### src/rtl/tdm_pkg.sv
// Package: shared constants and helpers for the TDM serial port.
// Assumes codes are at most 8 bits wide and the narrow slot width is 4.
package tdm_pkg;
    localparam int CODE_W   = 8;
    localparam int NARROW_W = 4;
    localparam int BIDX_W   = $clog2(CODE_W);

    typedef logic [CODE_W-1:0] code_t;

    // Index of the first (most significant) bit sent in a slot.
    function automatic logic [BIDX_W-1:0] top_bit(input logic wide);
        return wide ? BIDX_W'(CODE_W - 1) : BIDX_W'(NARROW_W - 1);
    endfunction
endpackage

### src/rtl/tdm_frame_ctr.sv
// Frame counter: detects the frame-start edge of a sync input and counts
// bit periods from it. It decodes whether the next bit period lies in the
// programmed slot and which bit of the slot that is.
// Assumes the slot end stays below the saturating idle value of the count.
module tdm_frame_ctr
    import tdm_pkg::*;
#(
    parameter int SLOT_W = 5
) (
    input  logic                clk,
    input  logic                rst_n,
    input  logic                fs,
    input  logic                wide,
    input  logic [SLOT_W-1:0]   slot,
    output logic                frame_start,
    output logic                in_slot,
    output logic [BIDX_W-1:0]   bit_idx,
    output logic                last_bit
);
    localparam int CNT_W = SLOT_W + BIDX_W + 1;
    localparam logic [CNT_W-1:0] CNT_IDLE = '1;

    logic              fs_q;
    logic [CNT_W-1:0]  cnt;
    logic [CNT_W-1:0]  slot_base;
    logic [CNT_W-1:0]  slot_len;
    logic [CNT_W-1:0]  rel;

    // Sync edge: a rising sync starts one frame however long it stays high.
    assign frame_start = fs && !fs_q;

    // Slot geometry for the current width.
    always_comb begin
        if (wide) begin
            slot_base = CNT_W'({slot, 3'b000});
            slot_len  = CNT_W'(CODE_W);
        end else begin
            slot_base = CNT_W'({slot, 2'b00});
            slot_len  = CNT_W'(NARROW_W);
        end
        rel      = cnt - slot_base;
        in_slot  = (cnt >= slot_base) && (rel < slot_len);
        bit_idx  = rel[BIDX_W-1:0];
        last_bit = (bit_idx == top_bit(wide));
    end

    // Bit-period counter: cleared at frame start, saturates when idle.
    always_ff @(posedge clk) begin
        if (!rst_n) begin
            fs_q <= 1'b0;
            cnt  <= CNT_IDLE;
        end else begin
            fs_q <= fs;
            if (frame_start) begin
                cnt <= '0;
            end else if (cnt != CNT_IDLE) begin
                cnt <= cnt + 1'b1;
            end
        end
    end
endmodule

### src/rtl/tdm_lane.sv
// One serial line: transmits a latched code MSB first in its slot and
// assembles the received code. With HAS_PAIR set it also applies the
// two-frame repeat rule of the wide mode. Outputs change on the rising edge
// and the input is sampled on the falling edge.
// Assumes the mode input changes only between slots.
module tdm_lane
    import tdm_pkg::*;
#(
    parameter int SLOT_W   = 5,
    parameter bit HAS_PAIR = 1'b1
) (
    input  logic                clk,
    input  logic                rst_n,
    input  logic                fs,
    input  logic                wide,
    input  logic [SLOT_W-1:0]   slot,
    input  code_t               tx_code,
    input  logic                din,
    output logic                dout,
    output logic                oe,
    output code_t               rx_code,
    output logic                rx_valid
);
    logic              frame_start;
    logic              in_slot;
    logic              last_bit;
    logic [BIDX_W-1:0] bit_idx;
    logic [BIDX_W-1:0] tx_sel;
    logic              latch_en;
    logic              rx_gate;
    logic              act_q;
    logic              last_q;
    code_t             hold_q;
    code_t             shift_q;

    tdm_frame_ctr #(.SLOT_W(SLOT_W)) u_ctr (
        .clk         (clk),
        .rst_n       (rst_n),
        .fs          (fs),
        .wide        (wide),
        .slot        (slot),
        .frame_start (frame_start),
        .in_slot     (in_slot),
        .bit_idx     (bit_idx),
        .last_bit    (last_bit)
    );

    generate
        if (HAS_PAIR) begin : g_pair
            logic wide_q;
            logic pend_q;
            logic second_q;
            logic next_second;

            // Phase of the frame that starts at this edge.
            assign next_second = (pend_q || (wide != wide_q)) ? 1'b0 : !second_q;
            assign latch_en    = frame_start && (!wide || !next_second);
            assign rx_gate     = !wide || !second_q;

            // Pair phase: alternates per frame, restarted by a mode change.
            always_ff @(posedge clk) begin
                if (!rst_n) begin
                    wide_q   <= 1'b0;
                    pend_q   <= 1'b0;
                    second_q <= 1'b1;
                end else begin
                    wide_q <= wide;
                    if (frame_start) begin
                        second_q <= next_second;
                        pend_q   <= 1'b0;
                    end else if (wide != wide_q) begin
                        pend_q <= 1'b1;
                    end
                end
            end
        end else begin : g_single
            assign latch_en = frame_start;
            assign rx_gate  = 1'b1;
        end
    endgenerate

    assign tx_sel = top_bit(wide) - bit_idx;
    assign oe     = act_q;

    // Transmit code latch at the start of a frame that sends a new sample.
    always_ff @(posedge clk) begin
        if (!rst_n) begin
            hold_q <= '0;
        end else if (latch_en) begin
            hold_q <= tx_code;
        end
    end

    // Output stage: drives the slot bits and tracks the slot for the receiver.
    always_ff @(posedge clk) begin
        if (!rst_n || frame_start) begin
            act_q  <= 1'b0;
            last_q <= 1'b0;
            dout   <= 1'b0;
        end else begin
            act_q  <= in_slot;
            last_q <= in_slot && last_bit;
            dout   <= in_slot && hold_q[tx_sel];
        end
    end

    // Receive shifter: samples the input on the falling edge inside the slot.
    always_ff @(negedge clk) begin
        if (!rst_n) begin
            shift_q <= '0;
        end else if (act_q) begin
            shift_q <= {shift_q[CODE_W-2:0], din};
        end
    end

    // Receive output: reports a complete sample that the pair rule accepts.
    always_ff @(posedge clk) begin
        if (!rst_n) begin
            rx_valid <= 1'b0;
            rx_code  <= '0;
        end else begin
            rx_valid <= act_q && last_q && rx_gate;
            if (act_q && last_q && rx_gate) begin
                rx_code <= wide ? shift_q : code_t'(shift_q[NARROW_W-1:0]);
            end
        end
    end
endmodule

### src/rtl/tdm_port.sv
// TDM serial port top: one compressed line with a selectable 4/8-bit slot
// and frame-pair rule, and one linear line with a fixed 8-bit slot.
// Assumes both lines share one bit clock and that each has its own sync.
module tdm_port
    import tdm_pkg::*;
#(
    parameter int SLOT_W = 5
) (
    input  logic              clk,
    input  logic              rst_n,
    input  logic              cpx_wide,
    input  logic              cpx_fs,
    input  logic [SLOT_W-1:0] cpx_slot,
    input  logic [7:0]        cpx_tx_code,
    input  logic              cpx_din,
    output logic              cpx_dout,
    output logic              cpx_oe,
    output logic [7:0]        cpx_rx_code,
    output logic              cpx_rx_valid,
    input  logic              lin_fs,
    input  logic [SLOT_W-1:0] lin_slot,
    input  logic [7:0]        lin_tx_code,
    input  logic              lin_din,
    output logic              lin_dout,
    output logic              lin_oe,
    output logic [7:0]        lin_rx_code,
    output logic              lin_rx_valid
);
    tdm_lane #(.SLOT_W(SLOT_W), .HAS_PAIR(1'b1)) u_cpx (
        .clk      (clk),
        .rst_n    (rst_n),
        .fs       (cpx_fs),
        .wide     (cpx_wide),
        .slot     (cpx_slot),
        .tx_code  (cpx_tx_code),
        .din      (cpx_din),
        .dout     (cpx_dout),
        .oe       (cpx_oe),
        .rx_code  (cpx_rx_code),
        .rx_valid (cpx_rx_valid)
    );

    tdm_lane #(.SLOT_W(SLOT_W), .HAS_PAIR(1'b0)) u_lin (
        .clk      (clk),
        .rst_n    (rst_n),
        .fs       (lin_fs),
        .wide     (1'b1),
        .slot     (lin_slot),
        .tx_code  (lin_tx_code),
        .din      (lin_din),
        .dout     (lin_dout),
        .oe       (lin_oe),
        .rx_code  (lin_rx_code),
        .rx_valid (lin_rx_valid)
    );
endmodule

### config.mk
export PLATFORM = sky130hd
export DESIGN_NAME = tdm_port
export DESIGN_NICKNAME = d
export VERILOG_FILES = /design/src/rtl/tdm_pkg.sv /design/src/rtl/tdm_frame_ctr.sv /design/src/rtl/tdm_lane.sv /design/src/rtl/tdm_port.sv
export SDC_FILE = /design/constraint.sdc
export NUM_CORES = 1
export LEC_CHECK = 0
export ABC_AREA = 1
export BUFFER_PORTS_ARGS = -buffer_cell sky130_fd_sc_hd__buf_2
export CAP_MARGIN = 20
export CORE_ASPECT_RATIO = 1.1
export CORE_MARGIN = 3
export CORE_UTILIZATION = 35
export CTS_CLUSTER_DIAMETER = 50
export DETAILED_ROUTE_END_ITERATION = 8
export PLACE_DENSITY_LB_ADDON = 0.25
export SLEW_MARGIN = 20
export SYNTH_ARGS = -nofsm -noshare
export SYNTH_HDL_FRONTEND = slang
export SYNTH_SLANG_ARGS = --single-unit
### constraint.sdc
create_clock -name clk -period 2.8 [get_ports clk]
set_clock_uncertainty 0.05 [all_clocks]
set_input_delay 0.28 -clock clk [delete_from_list [all_inputs] [get_ports clk]]
set_output_delay 0.28 -clock clk [all_outputs]
set_load 0.02 [all_outputs]
==> results.txt, run 1 <==
max-slew violations = 0
worst slew pin tran = 0.498 ns
vias in the first global route = 3358
r2r endpoint = u_cpx.shift_q[4]
H-Tree Depth = 3
worst reg2reg path startpoint = u_cpx.oe
Arr. time, crit path = 1.30 ns
number of buffers created by CTS = 9
sequential power share = 42.0%
CTS Sinks = 79
Yosys warnings = 0
outcome = completed
clock buffer depth = 2
synthesized area = 3870 sq um
Reg2Reg Depth = 3
Post-Route WL = 8700 um
diodes inserted = 0
area leader, netlist = dfxtp_1
routability cong. = 0.848
most frequent cells in the layout = inv_1, dfxtp_1, nand2_1
final setup TNS = 0 ns
Post-Synthesis Cells = 532
via count = 3539
area grow syn2layout = 19.6%
Final Util = 43.7%
antenna violations before repair = 0
Max VDD drop = 0.288 mV
Clk network pwr share = 41.9%
die width = 106 um
fraction of layout instances using a drive strength above 1 = 16.2%
kind of start point of the critical path = flip-flop
DRT antenna net count = 0
Leakage = 0.00232 uW
# IOs = 55
Pwr Total = 2940 uW
max_slew headroom = 66.7%
max-cap violations = 0
die height = 116 um
CP max FO = 13
hold buffers post-CTS = 0
switching share of total power = 29.2%
reg-to-reg slack, setup = 0.32 ns
cts repair resizes = 0
Overflow after GRT = 0
DRC errors left = 0
PortBufs = 54
Power Internal = 2080 uW
CP required = 1.62 ns
drt wl/cell = 11.6 um
Comb power frac = 16.1%
filler instances = 1122
die area = 12400 sq um
placed wire-length estimate = 6470 um
largest net degree at the start of global routing = 33
Pwr per Cell Area = 634 nW/um^2
switching pwr = 858 uW
starting DRC count in detailed routing = 166
Crit Path Class = reg2reg
Initial Util = 36.5%
root buf cell = clkbuf_16
first-pass GRT wire length = 14800 um
syn_nets = 585
Final Hold Fails = 0
worst min-delay path category = in2reg
commonest non-fill, non-tap cell in the layout = inv_1
Post-Syn Area per Cell = 7.27 sq um
Rows = 39
Core Area = 10600 sq um
Synth area leaders = dfxtp_1, inv_1, nand2_1
vias per cell = 4.72
setup bufs post-CTS = 0
Netlist cell types = 36
Tot GR Track Use = 14.7%
Seq cells post-synth = 79
Reg area = 1580 sq um
Synth top area share = 40.9%
CP Capture Point = u_cpx.shift_q[4]
CTS tree = done
Detailed Routing Iterations Pass 1 = 4
sequential-to-total area share from yosys stat = 40.9%
fin nets = 654
area of the multi-input gates = 1880 sq um
CP Launch Point = u_cpx.oe
# setup viols final = 0
Clock Pin Slew Worst Setup and Hold Paths = 0.06 ns
worst skew pair latency = 0.40 ns
critical path endpoint category = flip-flop
RSZ-0062 raised after global routing = false
how the worst min path moves through the flow:
stage	slack, ns	depth (start not counted)	to	startpoint
2_1_floorplan	0.33	2	u_cpx.u_ctr.fs_q	cpx_fs
4_1_cts	0.09	3	u_lin.u_ctr.fs_q	lin_fs
3_3_place_gp	0.39	2	u_lin.hold_q[3]	u_lin.hold_q[3]
6_report	0.10	3	u_lin.u_ctr.fs_q	lin_fs
3_5_place_dp	0.39	2	u_lin.hold_q[3]	u_lin.hold_q[3]
5_1_grt	0.11	3	u_lin.u_ctr.fs_q	lin_fs
power groups by stage:
stage | clock [uW] | sequential, uW | combinational, uW
2_1_floorplan | 37.2 | 1240 | 374
3_3_place_gp | 37.2 | 1260 | 462
3_5_place_dp | 37.2 | 1260 | 471
4_1_cts | 1260 | 1240 | 475
5_1_grt | 1320 | 1240 | 554
6_report | 1230 | 1230 | 472
stage by stage:
stage / setup WS [ns] / hold WS, ns / cell area [sq um] / instances
floorplan: 0.341 / 0.328 / 3870 / 532
global placement: 0.343 / 0.386 / 4280 / 718
detailed placement: 0.282 / 0.387 / 4280 / 718
CTS: 0.312 / 0.0931 / 4630 / 749
global route: 0.173 / 0.114 / 4630 / 749
finish: 0.320 / 0.104 / 4630 / 749
cell usage after synthesis, drive strengths merged:
cell / number
a21oi: 29
clkbuf: 4
o21ai: 62
a31oi: 2
or2: 4
ha: 19
xnor2: 1
xor2: 1
o211ai: 6
a21o: 1
fa: 1
o21bai: 2
nand4: 5
nand3b: 1
mux2i: 1
o31ai: 4
nor3: 9
inv: 84
nand2: 83
dfxtp: 79
nor2: 68
a211oi: 3
buf: 12
nand3: 51
area by class of cell:
type                       count  share of cell area, %
timing repair buffer          59                   6.92
clock buffer                  11                   5.70
sequential                    79                   34.2
tap                          143                   3.87
inverter                      83                   6.73
multi-input combinational    353                   40.6
clock inverter                21                   2.00
routing by layer:
metal	vias to the layer above	GRT usage [%]	part of all wire, %
met4	0	5.01	1.1
met3	5	3.87	4.2
met5	-	0	0
met1	1610	18.8	49
li1	1871	-	-
met2	53	24.2	46
flip-flops by register name, indices dropped and copies added (netlist names), 8 cells and up:
register	cells
u_cpx.rx_code	8
u_lin.shift_q	8
u_lin.hold_q	8
u_cpx.u_ctr.cnt	9
u_cpx.shift_q	8
u_lin.u_ctr.cnt	9
u_lin.rx_code	8
u_cpx.hold_q	8
logic make-up (layout without fill, tap and decap cells):
kind of cell / Yosys count / after routing / share of synthesized area [%]
buffers and inverters: 100 / 174 / 10.5
DFF: 79 / 79 / 40.9
AOI/OAI and AO/OA: 109 / 109 / 15.3
adders and majority gates: 20 / 20 / 6.66
muxes: 1 / 1 / 0.259
and+or+nand+nor: 221 / 221 / 25.9
xor gates and xnor gates: 2 / 2 / 0.453
critical path, cell delays in order (launching register included):
cell and delay, ns:
dfxtp_1 0.54, inv_1 0.18, o21ai_0 0.19, a21oi_1 0.05
No activity file was read; power rests on OpenSTA's default activity.
==> run 2, diff against run 1 <==
--- a/config.mk
+++ b/config.mk
@@ -10,7 +10,7 @@
 export CAP_MARGIN = 20
 export CORE_ASPECT_RATIO = 1.1
 export CORE_MARGIN = 3
-export CORE_UTILIZATION = 35
+export CORE_UTILIZATION = 45
 export CTS_CLUSTER_DIAMETER = 50
 export DETAILED_ROUTE_END_ITERATION = 8
 export PLACE_DENSITY_LB_ADDON = 0.25
==> run 2 against run 1 <==
  * Clock-buffer cell count shrank 2
  * Sequential power barely moved
  * Cell count shrank 4.8%
  * Setup slack worse by 0.025 ns
  * First-iteration DRC count is 21% lower
  * Register-to-register slack got worse by 0.03 ns
  * Clock power is 22% lower
  * Via count decreased by 0.34%
  * Combinational power decreased by 0.8%
  * Critical path type unchanged
  * Critical endpoint is now u_lin.shift_q[2]
  * Highest routed layer unchanged
==> results.txt, run 2 (synthesis results as in run 1) <==
Clock Pin Slew Worst Setup and Hold Paths = 0.09 ns (was 0.06 ns)
Crit Path Class = reg2reg (unchanged)
outcome = completed (unchanged)
Arr. time, crit path = 1.32 ns (was 1.30 ns)
fin nets = 653 (was 654)
setup ws final = 0.294 ns (was 0.320 ns)
die height = 103 um (was 116 um)
area of the multi-input gates = 1880 sq um (unchanged)
worst skew pair latency = 0.39 ns (was 0.40 ns)
max-slew violations = 0 (unchanged)
fraction of layout instances using a drive strength above 1 = 16.2% (about the same)
Core Area = 8130 sq um (was 10600 sq um)
reg-to-reg slack, setup = 0.29 ns (was 0.32 ns)
biggest regs = u_cpx.u_ctr.cnt (9), u_lin.u_ctr.cnt (9) (unchanged)
RSZ-0062 raised after global routing = false (unchanged)
placed wire-length estimate = 6130 um (was 6470 um)
WP buf/inv = 1 (unchanged)
clock buffer depth = 2 (unchanged)
dpl ws = 0.306 ns (was 0.282 ns)
filler instances = 785 (was 1122)
worst min-delay path category = in2reg (unchanged)
Detailed Routing Iterations Pass 1 = 4 (unchanged)
critical-path cell list = inv_1 > o21ai_0 > a21oi_1 (unchanged)
Initial Util = 47.6% (was 36.5%)
antenna violations before repair = 0 (unchanged)
via count = 3527 (was 3539)
CP max FO = 11 (was 13)
DRT antenna net count = 0 (unchanged)
max_slew headroom = 68.9% (was 66.7%)
Pwr per Cell Area = 595 nW/um^2 (was 634 nW/um^2)
CP required = 1.62 ns (about the same)
commonest non-fill, non-tap cell in the layout = inv_1 (unchanged)
number of buffers created by CTS = 9 (unchanged)
Rows = 34 (was 39)
die width = 94.4 um (was 106 um)
die area = 9750 sq um (was 12400 sq um)
first-pass GRT wire length = 13900 um (was 14800 um)
Post-Route WL = 8290 um (was 8700 um)
worst slew pin tran = 0.466 ns (was 0.498 ns)
Overflow after GRT = 0 (unchanged)
Leakage = 0.00227 uW (was 0.00232 uW)
Pwr Total = 2660 uW (was 2940 uW)
critical path endpoint category = flip-flop (unchanged)
Final Hold Fails = 0 (unchanged)
CP peak stage delay = 0.53 ns (was 0.54 ns)
diodes inserted = 0 (unchanged)
hold buffers post-CTS = 0 (unchanged)
kind of start point of the critical path = flip-flop (unchanged)
CTS tree = done (unchanged)
drt wl/cell = 11.6 um (about the same)
DRC errors left = 0 (unchanged)
PortBufs = 54 (unchanged)
routability cong. = 0.855 (was 0.848)
# setup viols final = 0 (unchanged)
CP top delay family = flip-flops (unchanged)
Reg area = 1580 sq um (unchanged)
vias per cell = 4.95 (was 4.72)
vias in the first global route = 3216 (was 3358)
# IOs = 55 (unchanged)
CP max stage cell = dfxtp_1 (unchanged)
H-Tree Depth = 3 (unchanged)
setup bufs post-CTS = 0 (unchanged)
root buf cell = clkbuf_8 (was clkbuf_16)
Max VDD drop = 0.305 mV (was 0.288 mV)
cts repair resizes = 0 (unchanged)
Tot GR Track Use = 17.8% (was 14.7%)
max-cap violations = 0 (unchanged)
starting DRC count in detailed routing = 131 (was 166)
final setup TNS = 0 ns (unchanged)
CTS Sinks = 79 (unchanged)
most frequent cells in the layout = inv_1, dfxtp_1, nand2_1 (unchanged)
area grow syn2layout = 15.6% (was 19.6%)
largest net degree at the start of global routing = 35 (was 33)
run 2: area by class of cell:
class	instances	area share (%)
well taps	108	3.02
flip-flops and latches	79	35.4
clock inverters	23	3.11
repair buffers	58	6.72
inverters	83	6.97
clock buffers	9	2.77
multi-input cells	353	42.0
run 2: worst paths after layout:
path,from,to,cells past startpoint
hold reg to reg,u_lin.hold_q[3],u_lin.hold_q[3],2
setup reg to reg,u_lin.oe,u_lin.shift_q[2],3
hold / removal,cpx_fs,u_cpx.u_ctr.fs_q,3
setup / recovery,u_lin.oe,u_lin.shift_q[2],3
run 2: where the power goes:
part           internal, uW  switching, uW
sequential             1180           50.7
combinational           182            286
clock                   453            508
run 2: routing by layer:
layer / share of wire, % / vias up / GRT usage, % / routed length (um)
met1: 50 / 1594 / 23.8 / 4140
met4: 1.3 / 0 / 5.67 / 107
met2: 45 / 65 / 28.8 / 3700
li1: - / 1860 / - / -
met3: 4.1 / 8 / 4.05 / 340
met5: 0 / - / 0 / 0
run 2: tightest hold or removal path, cell delays in order:
cell and delay, ns:
buf_2 0.10, nand2_1 0.05, inv_1 0.04
run 2: stage by stage:
stage | std cells | area [sq um] | utilization (%) | hold slack (ns)
6_report | 713 | 4470 | 55.0 | 0.0828
4_1_cts | 713 | 4470 | 55.0 | 0.0695
5_1_grt | 713 | 4470 | 55.0 | 0.0827
3_5_place_dp | 682 | 4210 | 51.8 | 0.393
3_3_place_gp | 682 | 4210 | 51.8 | 0.390
2_1_floorplan | 532 | 3870 | - | 0.328
